==> config.mk <==
export PLATFORM = sky130hd
export DESIGN_NAME = idle_cell_tally
export DESIGN_NICKNAME = d
export VERILOG_FILES = /design/src/rtl/idle_cell_tally.sv
export SDC_FILE = /design/constraint.sdc
export NUM_CORES = 1
export LEC_CHECK = 0
export ABC_AREA = 1
export CORE_MARGIN = 2
export CORE_UTILIZATION = 50
export CTS_CLUSTER_DIAMETER = 100
export DETAILED_ROUTE_END_ITERATION = 7
export DONT_BUFFER_PORTS = 1
export SYNTH_ARGS = -nofsm -noshare
export SYNTH_HDL_FRONTEND = slang
export SYNTH_SLANG_ARGS = --single-unit
export TNS_END_PERCENT = 30
==> constraint.sdc <==
create_clock -name clk -period 2.58 [get_ports clk]
set_input_delay 0.258 -clock clk [delete_from_list [all_inputs] [get_ports clk]]
set_output_delay 0.258 -clock clk [all_outputs]
set_load 0.03 [all_outputs]
==> src/rtl/idle_cell_tally.sv <==
module idle_cell_tally #(
  parameter int CNT_W = 20,
  parameter int BUS_W = 8
) (
  input  logic                                             clk,
  input  logic                                             rst_n,
  input  logic                                             cell_evt,
  input  logic                                             snap_cmd,
  input  logic                                             zero_cmd,
  input  logic                                             rd_stb,
  input  logic                                             ovf_clr,
  input  logic                                             irq_en,
  output logic [BUS_W-1:0]                                 rd_data,
  output logic [$clog2(((CNT_W + BUS_W - 1) / BUS_W) + 1)-1:0] rd_phase,
  output logic                                             ovf_flag,
  output logic                                             irq
);

  localparam int NWIN  = (CNT_W + BUS_W - 1) / BUS_W;
  localparam int PH_W  = $clog2(NWIN + 1);
  localparam int PAD_W = NWIN * BUS_W;
  localparam logic [CNT_W-1:0] ALL_ONES = {CNT_W{1'b1}};

  logic [CNT_W-1:0] live;
  logic [CNT_W-1:0] held;
  logic [PAD_W-1:0] held_pad;
  logic             wrap_hit;
  int unsigned      win_idx;

  assign wrap_hit = cell_evt && !snap_cmd && !zero_cmd && (live == ALL_ONES);

  always_ff @(posedge clk or negedge rst_n) begin
    if (!rst_n)         live <= '0;
    else if (zero_cmd)  live <= '0;
    else if (snap_cmd)  live <= cell_evt ? CNT_W'(1) : '0;
    else if (cell_evt)  live <= live + CNT_W'(1);
  end

  always_ff @(posedge clk or negedge rst_n) begin
    if (!rst_n)        held <= '0;
    else if (snap_cmd) held <= live;
  end

  always_ff @(posedge clk or negedge rst_n) begin
    if (!rst_n)        ovf_flag <= 1'b0;
    else if (wrap_hit) ovf_flag <= 1'b1;
    else if (ovf_clr)  ovf_flag <= 1'b0;
  end

  always_ff @(posedge clk or negedge rst_n) begin
    if (!rst_n)      rd_phase <= '0;
    else if (rd_stb) rd_phase <= (rd_phase >= PH_W'(NWIN - 1)) ? '0 : rd_phase + PH_W'(1);
  end

  assign held_pad = PAD_W'(held);
  assign win_idx  = 32'(rd_phase);
  assign rd_data  = (win_idx < NWIN) ? BUS_W'(held_pad >> (win_idx * BUS_W)) : '0;
  assign irq      = ovf_flag & irq_en;

  AST_HOLD_ONLY_ON_SNAP: assert property (@(posedge clk) disable iff (!rst_n)
    !snap_cmd |=> $stable(held));

  AST_SNAP_RESTART: assert property (@(posedge clk) disable iff (!rst_n)
    (snap_cmd && !zero_cmd && !cell_evt) |=> (live == '0));

  AST_ZERO_WINS: assert property (@(posedge clk) disable iff (!rst_n)
    zero_cmd |=> (live == '0));

  AST_WRAP_SETS_FLAG: assert property (@(posedge clk) disable iff (!rst_n)
    (cell_evt && !snap_cmd && !zero_cmd && live == ALL_ONES) |=> (ovf_flag && live == '0));

  AST_FLAG_STICKY: assert property (@(posedge clk) disable iff (!rst_n)
    (ovf_flag && !ovf_clr) |=> ovf_flag);

  AST_PHASE_HOLD: assert property (@(posedge clk) disable iff (!rst_n)
    !rd_stb |=> $stable(rd_phase));

  AST_PHASE_LEGAL: assert property (@(posedge clk) disable iff (!rst_n)
    32'(rd_phase) < NWIN);

  AST_IRQ_NEEDS_FLAG: assert property (@(posedge clk) disable iff (!rst_n)
    irq |-> (ovf_flag && irq_en));

endmodule

==> results of run 1 <==
==> power by group through the flow <==
| stage | logic, mW | clock network [mW] | registers [mW] |
|---|---|---|---|
| global route | 0.0947 | 0.664 | 0.705 |
| finish | 0.0809 | 0.627 | 0.703 |
| detailed placement | 0.0635 | 0 | 0.717 |
| CTS | 0.0822 | 0.634 | 0.703 |
| global placement | 0.0628 | 0 | 0.717 |
| floorplan | 0.0574 | 0 | 0.712 |
==> flip-flops by register name, summed over array words and instances (netlist names) <==
signal and flops:
ovf_flag 1, held 20, live 20, rd_phase 2
==> how the worst max path moves through the flow <==
stage	slack (ns)	cells after the start	from	endpoint
after floorplan	0.71	4	rd_phase[1]	rd_data[0]
after global placement	0.76	3	rd_phase[1]	rd_data[7]
after detailed placement	0.71	4	rd_phase[0]	rd_data[5]
after CTS	0.37	4	rd_phase[0]	rd_data[5]
after global routing	0.23	4	rd_phase[0]	rd_data[5]
final	0.38	4	rd_phase[0]	rd_data[7]
==> layout make-up <==
| type | count | area (µm²) | share of cell area [%] |
|---|---|---|---|
| Timing Repair Buffer | 9 | 82.6 | 3.28 |
| Clock inverter | 2 | 60.1 | 2.38 |
| Sequential cell | 43 | 1080 | 42.7 |
| Multi-Input combinational cell | 209 | 1010 | 40.1 |
| Tap cell | 52 | 65.1 | 2.58 |
| Inverter | 40 | 151 | 6.01 |
| Clock buffer | 6 | 72.6 | 2.88 |
==> synth_stat cells, drive strengths merged <==
cell	n	share of area (%)
clkbuf	4	0.71
nand3	21	4.8
dfrtp	43	47
o21ai	34	7.5
o21bai	2	0.66
nor2	29	6.8
ha	1	0.55
a31oi	7	1.9
a22oi	1	0.33
clkinv	1	0.22
buf	4	1.2
a21oi	6	1.5
nor3	3	1.2
o22ai	6	1.6
inv	39	6.4
a22o	1	0.38
nand2	98	17
==> stage by stage <==
step                std cells  setup slack, ns  hold WS, ns
finish                    361            0.383       0.0233
CTS                       361            0.374       0.0203
detailed placement        351            0.711      -0.0366
global placement          351            0.763      -0.0368
global route              361            0.227       0.0329
floorplan                 300            0.708      -0.0376
==> cells by family (layout without fill, tap and decap cells) <==
group	Yosys count	count (layout)	synth area share [%]
AND/OR/NAND/NOR	151	151	29.9
flip-flops	43	43	47.2
adder cells (fa/ha/maj)	1	1	0.548
buffers and inverters	48	57	8.50
AO/OA/AOI/OAI	57	57	13.9
==> layer usage <==
metal	global-route usage (%)	share of wire, %	vias to the layer above
met3	5.49	6.1	6
met5	0	0	-
met2	34.6	45	39
met1	32.7	48	841
li1	-	-	974
met4	4.82	1.1	0
==> critical path, stage by stage, from the launching register on <==
cell and delay [ns]:
dfrtp_1 0.55, inv_1 0.10, nor2_1 0.27, inv_1 0.17, o22ai_1 0.54
==> impl_metrics.yaml, run 1 <==
global_routing:
  grt_pass1_vias: 1831
  overflow: 0
  grt_max_degree: 44
  antenna_found_initial: 0
  grtUsageTotal_pct: 22.5
  grt_first_pass_wirelength_mm: 8.74
power_and_ir_drop:
  finalPower_mw: 1.41
  p_int_mw: 1.09
  p_comb_share_pct: 5.7
  p_leak_nw: 1.13
  vdd_drop_max_uv: 354
  clkPwrFrac_pct: 44.4
  p_sw_share_pct: 22.8
  power_frac_seq_pct: 49.8
  power.switching_uw: 321
  power_density_nw_per_um2: 560
worst_setup_path:
  reg2reg_slack_ns: 1.13
  reg2reg_depth: 8
  timing.rr.start: "live[1]"
  crit_path_end_kind: "output pin"
  start_kind: "register"
  cp.arrival_ns: 1.94
  r2r_end: "live[14]"
  crit_required_ns: 2.32
  cp_max_fo: 5
  crit_type: "register to output pin"
floorplanning:
  coreArea_um2: 4380
  die_area_um2: 5120
  io_pins: 20
  rows: 24
  die_y_um: 71.5
  start_util_pct: 52.0
  die_w_um: 71.5
final_layout:
  nets: 317
  drive_above_1_share_pct: 12.3
  layout_commonest_cell: "nand2_1"
  fin_area_um2: 2520
  final_cell_mix: "nand2_1, dfrtp_1, inv_1"
  nFillCells: 429
  antenna_cells: 0
  utilization_pct: 57.4
  area_growth_pct: 10.4
timing:
  drv_slew: 0
  fmax_mhz: 455
  final.setup_skew_ns: 0.00903
  tns_ns: 0
  min_period_ns: 2.20
  slew_headroom_pct: 55.9
  rsz0062_at_grt: "false"
  worstMarginPinSlew_ns: 0.671
  period_share_pct: 85.1
  hold_viol_final: 0
  setup_viol: 0
detailed_routing:
  drtPass1Iterations: 5
  drc: 0
  detail_route.iter0.violations: 143
  routed_wl_mm: 5.04
  antenna_left: 0
  num_vias: 1860
  wl_per_cell_um: 14.0
  post_drt_via_cell_ratio: 5.15
clock_network:
  cts.repair.resized: 0
  cts_tree: "done"
  clk_pin_slew_worst_paths_ns: 0.09
  clock_sinks: 43
  cts-root-buf: "clkbuf_8"
  cts_setup_buffers: 0
  clkLatencyLatePin_ns: 0.30
  clk_path_buf_depth: 2
  cts_max_level: 2
  ctsHoldBuffers: 2
  cts-buffers-inserted: 5
run:
  drv_cap: 0
run_status:
  status: "completed"
synthesis:
  ys_ff_latch: 43
  yosysUniqueCellTypes: 29
  ys_seq_area_share_pct: 47.2
  ys_warn_count: 0
  synth_cells: 300
  synth_area_um2: 2280
  syn_avg_cell_area_um2: 7.60
  syn-num-nets: 309
worst_hold_path:
  min_from: "ovf_clr"
  hold_path_class: "input port to register"
  min_to: "ovf_flag"
  holdPathStages: 1
placement:
  detailed_place.area_um2: 2360
  gp_congestion: 0.842
  port_buffers: 0
  hpwl_mm: 3.74
No activity file was read; power rests on OpenSTA's default activity.
==> inputs of run 2 (changes only) <==
--- a/config.mk
+++ b/config.mk
@@ -7,10 +7,12 @@
 export LEC_CHECK = 0
 export ABC_AREA = 1
 export CORE_MARGIN = 2
-export CORE_UTILIZATION = 50
+export CORE_UTILIZATION = 60
 export CTS_CLUSTER_DIAMETER = 100
 export DETAILED_ROUTE_END_ITERATION = 7
 export DONT_BUFFER_PORTS = 1
+export PLACE_DENSITY = 0.76
+export RECOVER_POWER = 100
 export SYNTH_ARGS = -nofsm -noshare
 export SYNTH_HDL_FRONTEND = slang
 export SYNTH_SLANG_ARGS = --single-unit
==> impl_metrics.yaml, run 2 (synthesis gave the netlist of run 1 again) <==
timing:
  slew_headroom_pct: -7.95
  min_period_ns: 2.21
  rsz0062_at_grt: "false"
  setup_viol: 0
  final.setup_skew_ns: 0.00639
  layout_setup_ws_ns: 0.366
  worstMarginPinSlew_ns: 1.61
  tns_ns: 0
  hold_viol_final: 0
  fmax_mhz: 452
  period_share_pct: 85.8
  drv_slew: 16
detailed_routing:
  post_drt_via_cell_ratio: 5.49
  routed_wl_mm: 4.88
  drc: 0
  wl_per_cell_um: 13.8
  detail_route.iter0.violations: 167
  drtPass1Iterations: 6
  antenna_left: 0
  num_vias: 1943
power_and_ir_drop:
  p_leak_nw: 1.07
  p_sw_share_pct: 26.4
  power_frac_seq_pct: 58.5
  power.switching_uw: 319
  clkPwrFrac_pct: 35.5
  p_int_uw: 886
  vdd_drop_max_uv: 265
  p_comb_share_pct: 6.1
  power_density_nw_per_um2: 504
final_layout:
  nets: 314
  fin_area_um2: 2390
  antenna_cells: 0
  final_cell_mix: "nand2_1, dfrtp_1, inv_1"
  area_growth_pct: 4.72
  drive_above_1_share_pct: 8.50
  layout_commonest_cell: "nand2_1"
  nFillCells: 323
  reg.largest.list: "held x20, live x20, rd_phase x2"
clock_network:
  cts.repair.resized: 0
  clk_path_buf_depth: 2
  cts_setup_buffers: 0
  cts_max_level: 2
  clkLatencyLatePin_ns: 0.30
  cts_tree: "done"
  ctsHoldBuffers: 2
  clock_sinks: 43
  cts-buffers-inserted: 5
  cts-root-buf: "clkbuf_8"
  clk_pin_slew_worst_paths_ns: 0.08
worst_setup_path:
  cp.arrival_ns: 1.96
  crit_slowest_cell: "dfrtp_1"
  crit_chain: "nor2_1 > inv_1 > o22ai_1"
  reg2reg_depth: 8
  crit_required_ns: 2.32
  start_kind: "register"
  crit_path_end_kind: "output pin"
  crit_type: "register to output pin"
  cp_max_fo: 9
  max_stage_delay_ns: 0.58
global_routing:
  overflow: 0
  grtUsageTotal_pct: 25.7
  grt_max_degree: 44
  antenna_found_initial: 0
  grt_pass1_vias: 1844
  grt_first_pass_wirelength_mm: 8.31
floorplanning:
  die_area_um2: 4310
  rows: 22
  io_pins: 20
  start_util_pct: 62.3
  coreArea_um2: 3660
  die_w_um: 65.7
  die_y_um: 65.7
worst_hold_path:
  holdPathStages: 1
  hold_path_class: "input port to register"
run_status:
  violations: "capacitance limit, slew limit"
  status: "finished with violations"
run:
  drv_cap: 1
placement:
  hpwl_mm: 3.54
  detailed_place.area_um2: 2330
  gp_congestion: 0.863
  dp_slack_ns: 0.695
  port_buffers: 0
## run 2: cell types whose count changed in the layout (fill, tap and decap cells not counted), moves of 2 or more
cell / previous run / this run
o21ai_0: 28 / 31
bufinv_16: 2 / 0
buf_4: 7 / 0
o21ai_1: 6 / 3
clkbuf_1: 1 / 5
## run 2: path summary, 6_finish.rpt
| kind | start | end | slack (ns) |
|---|---|---|---|
| worst max-delay path | rd_phase[1] | rd_data[6] | 0.37 |
| worst min-delay path | ovf_clr | ovf_flag | 0.03 |
| worst max register to register | live[1] | live[14] | 0.91 |
| worst min register to register | held[1] | held[1] | 0.49 |
| max in group asynchronous | rst_n | held[0] | 1.23 |
| min in group asynchronous | rst_n | live[5] | 0.72 |
## run 2: final cells by class
cell class                      instances  area (µm²)  share of cell area, %
Sequential cell                        43        1080                   45.0
Multi-Input combinational cell        209         986                   41.3
Inverter                               40         151                   6.34
Clock buffer                            6        72.6                   3.04
Tap cell                               48        60.1                   2.51
Timing Repair Buffer                    6        30.0                   1.26
Clock inverter                          2        12.5                  0.524
## run 2: per-layer routing
layer  GRT usage [%]  vias up  wire (µm)
li1                -      977          -
met1            34.5      897       2210
met2            42.6       62       2280
met3            3.60        7        300
met4            9.38        0         78
met5               0        -          0
## run 2: critical path: cells and delay by family (launching register included)
family,cells,cell delay [ns]
simple gates,1,0.37
buf+inv,1,0.15
flops,1,0.58
compound gates,1,0.56
## run 2: power groups by stage
stage	Combinational (mW)	Sequential, mW	Clock (mW)
after global placement	0.0604	0.717	0
after CTS	0.0804	0.704	0.429
after floorplan	0.0574	0.712	0
after global routing	0.0848	0.706	0.453
final	0.0733	0.704	0.427
after detailed placement	0.0622	0.718	0
## run 2: per-stage QoR
step | utilization (%) | std cells | total power [mW] | hold WS (ns)
floorplan | - | 300 | 0.769 | -0.0376
global placement | 63.6 | 344 | 0.778 | -0.0367
detailed placement | 63.6 | 344 | 0.780 | -0.0366
CTS | 66.7 | 354 | 1.21 | 0.0317
global route | 65.2 | 354 | 1.24 | 0.0373
finish | 65.2 | 354 | 1.20 | 0.0294
